### src/rtl/wbb_pkg.sv
package wbb_pkg;

   typedef enum logic [2:0] {
      ST_IDLE = 3'd0,
      ST_ACT  = 3'd1,
      ST_RD   = 3'd2,
      ST_WR   = 3'd3,
      ST_DONE = 3'd4,
      ST_HOLD = 3'd5
   } bstate_t;

endpackage

### src/rtl/wbb_watchdog.sv
module wbb_watchdog #(
   parameter int WAIT_LIMIT = 16
) (
   input  logic clk,
   input  logic rst,
   input  logic run,
   output logic expired
);
   localparam int CW = (WAIT_LIMIT > 2) ? $clog2(WAIT_LIMIT) : 1;
   localparam logic [CW-1:0] LAST = CW'(WAIT_LIMIT - 1);

   generate
      if (WAIT_LIMIT < 2) begin : g_bad_limit
         $error("wbb_watchdog: WAIT_LIMIT must be at least 2");
      end
   endgenerate

   logic [CW-1:0] cnt_q;

   assign expired = run && (cnt_q == LAST);

   always_ff @(posedge clk) begin
      if (rst) begin
         cnt_q <= '0;
      end else if (run && !expired) begin
         cnt_q <= cnt_q + 1'b1;
      end else begin
         cnt_q <= '0;
      end
   end


   expire_drops_run_chk: assert property (@(posedge clk) disable iff (rst)
      expired |=> !run);

endmodule

### src/rtl/wbb_fsm.sv
module wbb_fsm
   import wbb_pkg::*;
(
   input  logic clk,
   input  logic rst,
   input  logic cyc,
   input  logic stb,
   input  logic we_q,
   input  logic rvalid,
   input  logic wack,
   input  logic expired,
   output logic cap,
   output logic fin,
   output logic fin_data,
   output logic rd_o,
   output logic wr_o,
   output logic ack_o,
   output logic stall_o
);
   bstate_t st_q, st_d;

   always_comb begin
      st_d     = st_q;
      cap      = 1'b0;
      fin      = 1'b0;
      fin_data = 1'b0;
      unique case (st_q)
         ST_IDLE: begin
            if (cyc && stb) begin
               st_d = ST_ACT;
               cap  = 1'b1;
            end
         end
         ST_ACT: begin
            if (!cyc)      st_d = ST_IDLE;
            else if (we_q) st_d = ST_WR;
            else           st_d = ST_RD;
         end
         ST_RD: begin
            if (!cyc) begin
               st_d = ST_IDLE;
            end else if (rvalid) begin
               st_d     = ST_DONE;
               fin      = 1'b1;
               fin_data = 1'b1;
            end else if (expired) begin
               st_d = ST_DONE;
               fin  = 1'b1;
            end
         end
         ST_WR: begin
            if (!cyc) begin
               st_d = ST_IDLE;
            end else if (wack || expired) begin
               st_d = ST_DONE;
               fin  = 1'b1;
            end
         end
         ST_DONE: begin
            st_d = cyc ? ST_HOLD : ST_IDLE;
         end
         ST_HOLD: begin
            if (!cyc) st_d = ST_IDLE;
         end
         default: st_d = ST_IDLE;
      endcase
   end

   always_ff @(posedge clk) begin
      if (rst) st_q <= ST_IDLE;
      else     st_q <= st_d;
   end

   assign rd_o    = (st_q == ST_RD);
   assign wr_o    = (st_q == ST_WR);
   assign ack_o   = (st_q == ST_DONE);
   assign stall_o = (st_q == ST_ACT) || (st_q == ST_RD) || (st_q == ST_WR);


   ack_single_pulse_chk: assert property (@(posedge clk) disable iff (rst)
      ack_o |=> !ack_o);


   ack_stall_excl_chk: assert property (@(posedge clk) disable iff (rst)
      !(ack_o && stall_o));


   strobe_excl_chk: assert property (@(posedge clk) disable iff (rst)
      !(rd_o && wr_o));


   read_done_ack_chk: assert property (@(posedge clk) disable iff (rst)
      (rd_o && rvalid && cyc) |=> ack_o);


   write_done_ack_chk: assert property (@(posedge clk) disable iff (rst)
      (wr_o && wack && cyc) |=> ack_o);


   cyc_drop_idle_chk: assert property (@(posedge clk) disable iff (rst)
      !cyc |=> (!stall_o && !ack_o && !rd_o && !wr_o));


   accept_stalls_chk: assert property (@(posedge clk) disable iff (rst)
      (!stall_o && !ack_o && !$past(ack_o) && cyc && stb && !rd_o && !wr_o
       && $past(!cyc)) |=> stall_o);

endmodule

### src/rtl/wbb_latch.sv
module wbb_latch #(
   parameter int ADDR_W = 4,
   parameter int DATA_W = 8
) (
   input  logic              clk,
   input  logic              rst,
   input  logic              cap,
   input  logic              fin,
   input  logic              fin_data,
   input  logic              stall,
   input  logic              we_in,
   input  logic [ADDR_W-1:0] adr_in,
   input  logic [DATA_W-1:0] dat_in,
   input  logic [DATA_W-1:0] rdata_in,
   output logic              we_q,
   output logic [ADDR_W-1:0] addr_q,
   output logic [DATA_W-1:0] wdata_q,
   output logic [DATA_W-1:0] rdat_q
);
   generate
      if (ADDR_W < 1) begin : g_bad_aw
         $error("wbb_latch: ADDR_W must be positive");
      end
      if (DATA_W < 1) begin : g_bad_dw
         $error("wbb_latch: DATA_W must be positive");
      end
   endgenerate

   always_ff @(posedge clk) begin
      if (rst) begin
         we_q    <= 1'b0;
         addr_q  <= '0;
         wdata_q <= '0;
      end else if (cap) begin
         we_q    <= we_in;
         addr_q  <= adr_in;
         wdata_q <= dat_in;
      end
   end

   always_ff @(posedge clk) begin
      if (rst)      rdat_q <= '0;
      else if (fin) rdat_q <= fin_data ? rdata_in : '0;
   end


   addr_hold_chk: assert property (@(posedge clk) disable iff (rst)
      (stall && $past(stall)) |-> ($stable(addr_q) && $stable(wdata_q)));


   rdat_hold_chk: assert property (@(posedge clk) disable iff (rst)
      !$past(fin) |-> $stable(rdat_q));

endmodule

### src/rtl/wbs_bank_bridge.sv
module wbs_bank_bridge #(
   parameter int ADDR_W     = 4,
   parameter int DATA_W     = 8,
   parameter int WAIT_LIMIT = 16
) (
   input  logic              clk_i,
   input  logic              rst_i,
   input  logic              cyc_i,
   input  logic              stb_i,
   input  logic              we_i,
   input  logic [ADDR_W-1:0] adr_i,
   input  logic [DATA_W-1:0] dat_i,
   output logic [DATA_W-1:0] dat_o,
   output logic              ack_o,
   output logic              stall_o,
   output logic [ADDR_W-1:0] bank_addr,
   output logic [DATA_W-1:0] bank_wdata,
   output logic              bank_wr,
   output logic              bank_rd,
   input  logic [DATA_W-1:0] bank_rdata,
   input  logic              bank_rvalid,
   input  logic              bank_wack
);
   logic cap, fin, fin_data, we_q, expired;

   wbb_fsm u_fsm (
      .clk      (clk_i),
      .rst      (rst_i),
      .cyc      (cyc_i),
      .stb      (stb_i),
      .we_q     (we_q),
      .rvalid   (bank_rvalid),
      .wack     (bank_wack),
      .expired  (expired),
      .cap      (cap),
      .fin      (fin),
      .fin_data (fin_data),
      .rd_o     (bank_rd),
      .wr_o     (bank_wr),
      .ack_o    (ack_o),
      .stall_o  (stall_o)
   );

   wbb_latch #(.ADDR_W(ADDR_W), .DATA_W(DATA_W)) u_latch (
      .clk      (clk_i),
      .rst      (rst_i),
      .cap      (cap),
      .fin      (fin),
      .fin_data (fin_data),
      .stall    (stall_o),
      .we_in    (we_i),
      .adr_in   (adr_i),
      .dat_in   (dat_i),
      .rdata_in (bank_rdata),
      .we_q     (we_q),
      .addr_q   (bank_addr),
      .wdata_q  (bank_wdata),
      .rdat_q   (dat_o)
   );

   wbb_watchdog #(.WAIT_LIMIT(WAIT_LIMIT)) u_wdog (
      .clk     (clk_i),
      .rst     (rst_i),
      .run     (bank_rd || bank_wr),
      .expired (expired)
   );


   reset_quiet_chk: assert property (@(posedge clk_i)
      $past(rst_i) |-> (!ack_o && !stall_o && !bank_rd && !bank_wr && dat_o == '0));

endmodule

### config.mk
export PLATFORM = sky130hd
export DESIGN_NAME = wbs_bank_bridge
export DESIGN_NICKNAME = d
export VERILOG_FILES = /design/src/rtl/wbb_pkg.sv /design/src/rtl/wbb_watchdog.sv /design/src/rtl/wbb_fsm.sv /design/src/rtl/wbb_latch.sv /design/src/rtl/wbs_bank_bridge.sv
export SDC_FILE = /design/constraint.sdc
export NUM_CORES = 1
export LEC_CHECK = 0
export ABC_AREA = 1
export BUFFER_PORTS_ARGS = -buffer_cell sky130_fd_sc_hd__buf_2
export CAP_MARGIN = 20
export CORE_MARGIN = 4
export CORE_UTILIZATION = 44
export CTS_BUF_LIST = sky130_fd_sc_hd__clkbuf_2 sky130_fd_sc_hd__clkbuf_4 sky130_fd_sc_hd__clkbuf_8
export DETAILED_ROUTE_END_ITERATION = 8
export GPL_TIMING_DRIVEN = 0
export PLACE_DENSITY = 0.77
export SYNTH_ARGS = -nofsm -noshare
export SYNTH_HDL_FRONTEND = slang
export SYNTH_HIERARCHICAL = 1
export SYNTH_SLANG_ARGS = --single-unit
### constraint.sdc
create_clock -name clk_i -period 1.62 [get_ports clk_i]
set_input_delay 0.324 -clock clk_i [delete_from_list [all_inputs] [get_ports clk_i]]
set_output_delay 0.324 -clock clk_i [all_outputs]
set_load 0.03 [all_outputs]
==> impl_metrics.py <==
metrics = {
    "drt": {
        "viasPerCell": 4.95,
        "drt_iter0_markers": 40,
        "vias": 1296,
        "wire_per_inst_um": 12.1,
        "drc": 0,
        "drtAntennaViolNets": 0,
        "wirelength_um": 3170,
        "dr.pass1.iters": 4,
    },
    "min_path": {
        "whs_path_depth": 3,
        "hp-class": "primary input to register",
    },
    "pwr": {
        "p_int_mw": 1.34,
        "p_leak_nw": 0.864,
        "pwr-share-comb_pct": 45.4,
        "peakVddDrop_mv": 0.873,
        "power_density_nw_per_um2": 1220,
        "pwr-share-seq_pct": 39.9,
        "p_switching_uw": 909,
        "swShare_pct": 40.5,
        "p_clk_share_pct": 14.7,
    },
    "setup_path": {
        "crit_family": "buffers and inverters",
        "worstSetupStartpointType": "register",
        "worstPathCellList": "buf_6 > nor2_4 > inv_2 > nand2_2 > inv_2 > nor2_4 > nor2_4 > a211oi_4 > buf_6 > inv_8 > nand2_1 > a21oi_2",
        "reg2regPathDepth": 12,
        "crit_slowest_cell": "dfxtp_4",
        "crit_type": "register to register",
        "path_depth": 12,
        "crit_path_end_kind": "register",
        "cp.arrival_ps": 1860,
        "critPathRequiredTime_ps": 1850,
        "path_buf_inv": 5,
        "crit_fanout": 8,
        "critPathMostFrequentCell": "nor2_4",
        "cp_slowest_stage_delay_ps": 390,
    },
    "die": {
        "fp.dieW_um": 61.4,
        "row_count": 19,
        "die_y_um": 61.4,
        "dieArea_um2": 3760,
        "start_util_pct": 45.8,
        "ios": 51,
        "fp.coreArea_um2": 2730,
    },
    "final_layout": {
        "layout.cells.non_filler": 262,
        "drive_gt1_share_pct": 56.3,
        "n_antenna_cell": 0,
        "syn_to_final_growth_pct": 47.0,
        "fin_nets": 260,
        "final_util_pct": 67.3,
    },
    "clock_network": {
        "cts-hold-fix-buffers": 0,
        "cts_tree": "built",
        "cts_htree_levels": 1,
        "clock_sinks": 28,
        "root_buffer": "clkbuf_4",
        "clk_pin_slew_ps": 140,
        "clockBufferDepth": 2,
        "clock_latency_ps": 330,
        "numCtsBuffers": 3,
    },
    "sta": {
        "setup_viol": 2,
        "hold_viol": 0,
        "finalCritPeriodShare_pct": 101,
        "rsz0062_at_grt": "yes",
        "maxSlewHeadroom_pct": 85.4,
        "report.final.slew_viol_count": 0,
        "period_minus_slack_ps": 1630,
        "max_freq_mhz": 614,
        "fin_ws_ps": -8.61,
        "worstMarginPinSlew_ps": 218,
        "fin_skew_ps": 6.63,
    },
    "grt": {
        "grt_pass1_wl_um": 4730,
        "grt_max_degree": 16,
        "grt_overflow": 0,
        "globalRouteTotalUtil_pct": 17.0,
        "antenna_found_initial": 0,
        "grt_pass1_vias": 1092,
    },
    "synth": {
        "synth_area_per_cell_um2": 7.54,
        "ys_types": 24,
        "synth.net_count": 194,
        "synth_warnings": 6,
        "ys.flop_type": "dfxtp_1",
        "synth_top_area_cell": "dfxtp_1",
        "ys_top_cells_by_area": "dfxtp_1 45%, nor2_1 9.3%, nand2_1 6.9%, nor2_2 6.0%, nand3_1 5.6%",
        "ys_ff_latch": 28,
        "netlist.area_leader.share_pct": 44.8,
        "yosysMostFrequentCell": "nor2_1",
        "synthCells": 166,
        "synth-edff-count": 0,
        "synth_area_um2": 1250,
        "async_reset_ff_share_pct": 0,
        "ys_seq_area_share_pct": 44.8,
        "synth_common_cells": "31 x nor2_1, 28 x dfxtp_1, 23 x nand2_1",
    },
    "outcome": {
        "outcome": "finished with violations",
        "failed_checks": "setup timing",
    },
    "run": {
        "cap_viol_max_count": 0,
    },
    "placement": {
        "dpl.cell_count": 247,
        "portBuffers": 50,
        "dp_hpwl_um": 2110,
        "gp_congestion": 0.791,
        "place_ws_ps": -90.6,
    },
}
[stage by stage]
step / area [um2] / power (mW) / setup TNS [ps] / hold WS [ps]
finish: 1840 / 2.25 / -15.2 / 205
global route: 1840 / 2.39 / -717 / 212
CTS: 1730 / 2.16 / -533 / 201
detailed placement: 1580 / 1.72 / -660 / 451
global placement: 1580 / 1.71 / -590 / 446
floorplan: 1290 / 1.51 / -645 / 430
[state kept, by name, indices dropped and copies added (netlist names)]
signal,flops
u_latch/rdat_q,8
u_fsm/st_q,3
u_latch/wdata_q,8
u_wdog/cnt_q,4
u_latch/we_q,1
u_latch/addr_q,4
[final timing paths]
kind	from	end	slack (ps)
worst min register to register	u_wdog/cnt_q[0]	u_wdog/cnt_q[0]	460
worst max register to register	u_fsm/st_q[2]	u_latch/rdat_q[6]	-9
worst max-delay path	u_fsm/st_q[2]	u_latch/rdat_q[6]	-9
worst min-delay path	adr_i[3]	u_latch/addr_q[3]	210
[cell type report]
type / count / area, um2
inverters: 16 / 75.1
clock buffers: 4 / 36.3
repair buffers: 62 / 358
flip-flops and latches: 28 / 574
multi-input cells: 115 / 701
plain buffers: 6 / 57.6
well taps: 31 / 38.8
fillers: 237 / 893
[logic make-up (layout without fill, tap and decap cells)]
logic type / Yosys count / count (layout) / synth area share, %
AO/OA/AOI/OAI: 24 / 24 / 10.1
adder cells (fa/ha/maj): 1 / 1 / 0.999
buffers and inverters: 23 / 88 / 10.2
AND/OR/NAND/NOR: 89 / 89 / 33.3
XOR/XNOR: 1 / 1 / 0.699
flip-flops: 28 / 28 / 44.8
[what timing repair did]
| action | in CTS | in global routing |
|---|---|---|
| pin swaps | 11 | 11 |
| gates cloned | 1 | 0 |
| buffers inserted | 8 | 3 |
| gates resized for setup | 18 | 32 |
| setup endpoints to repair | 8 | 26 |
| hold endpoints to repair | 0 | 0 |
[per-layer routing]
layer / routed length (um) / global-route usage [%]
met2: 1580 / 27.2
met5: 0 / 0
met3: 212 / 5.03
met1: 1340 / 22.2
met4: 41 / 5.45
[worst min-delay path, delay by kind of cell]
kind          cells  cell delay (ps)
buf+inv           1               70
simple gates      2              110
[layout by cell type, fill, tap and decap left out, types with 5 or more instances in the layout]
master	instances
buf_2	46
nor2_1	27
dfxtp_1	23
buf_4	15
nand2_1	14
nor2_2	11
o21ai_1	11
nand3_2	9
nand2_2	8
inv_1	8
nand3_1	8
buf_6	6
a21oi_2	6
inv_2	5
nor2_4	5
[power by group through the flow]
stage               clock network (mW)  registers (mW)  logic, mW
floorplan                            0           0.998      0.513
detailed placement                   0           0.884      0.837
global route                     0.370           0.909       1.11
global placement                     0           0.883      0.827
finish                           0.330           0.896       1.02
CTS                              0.342           0.860      0.962
(Power assumes the default switching activity.)
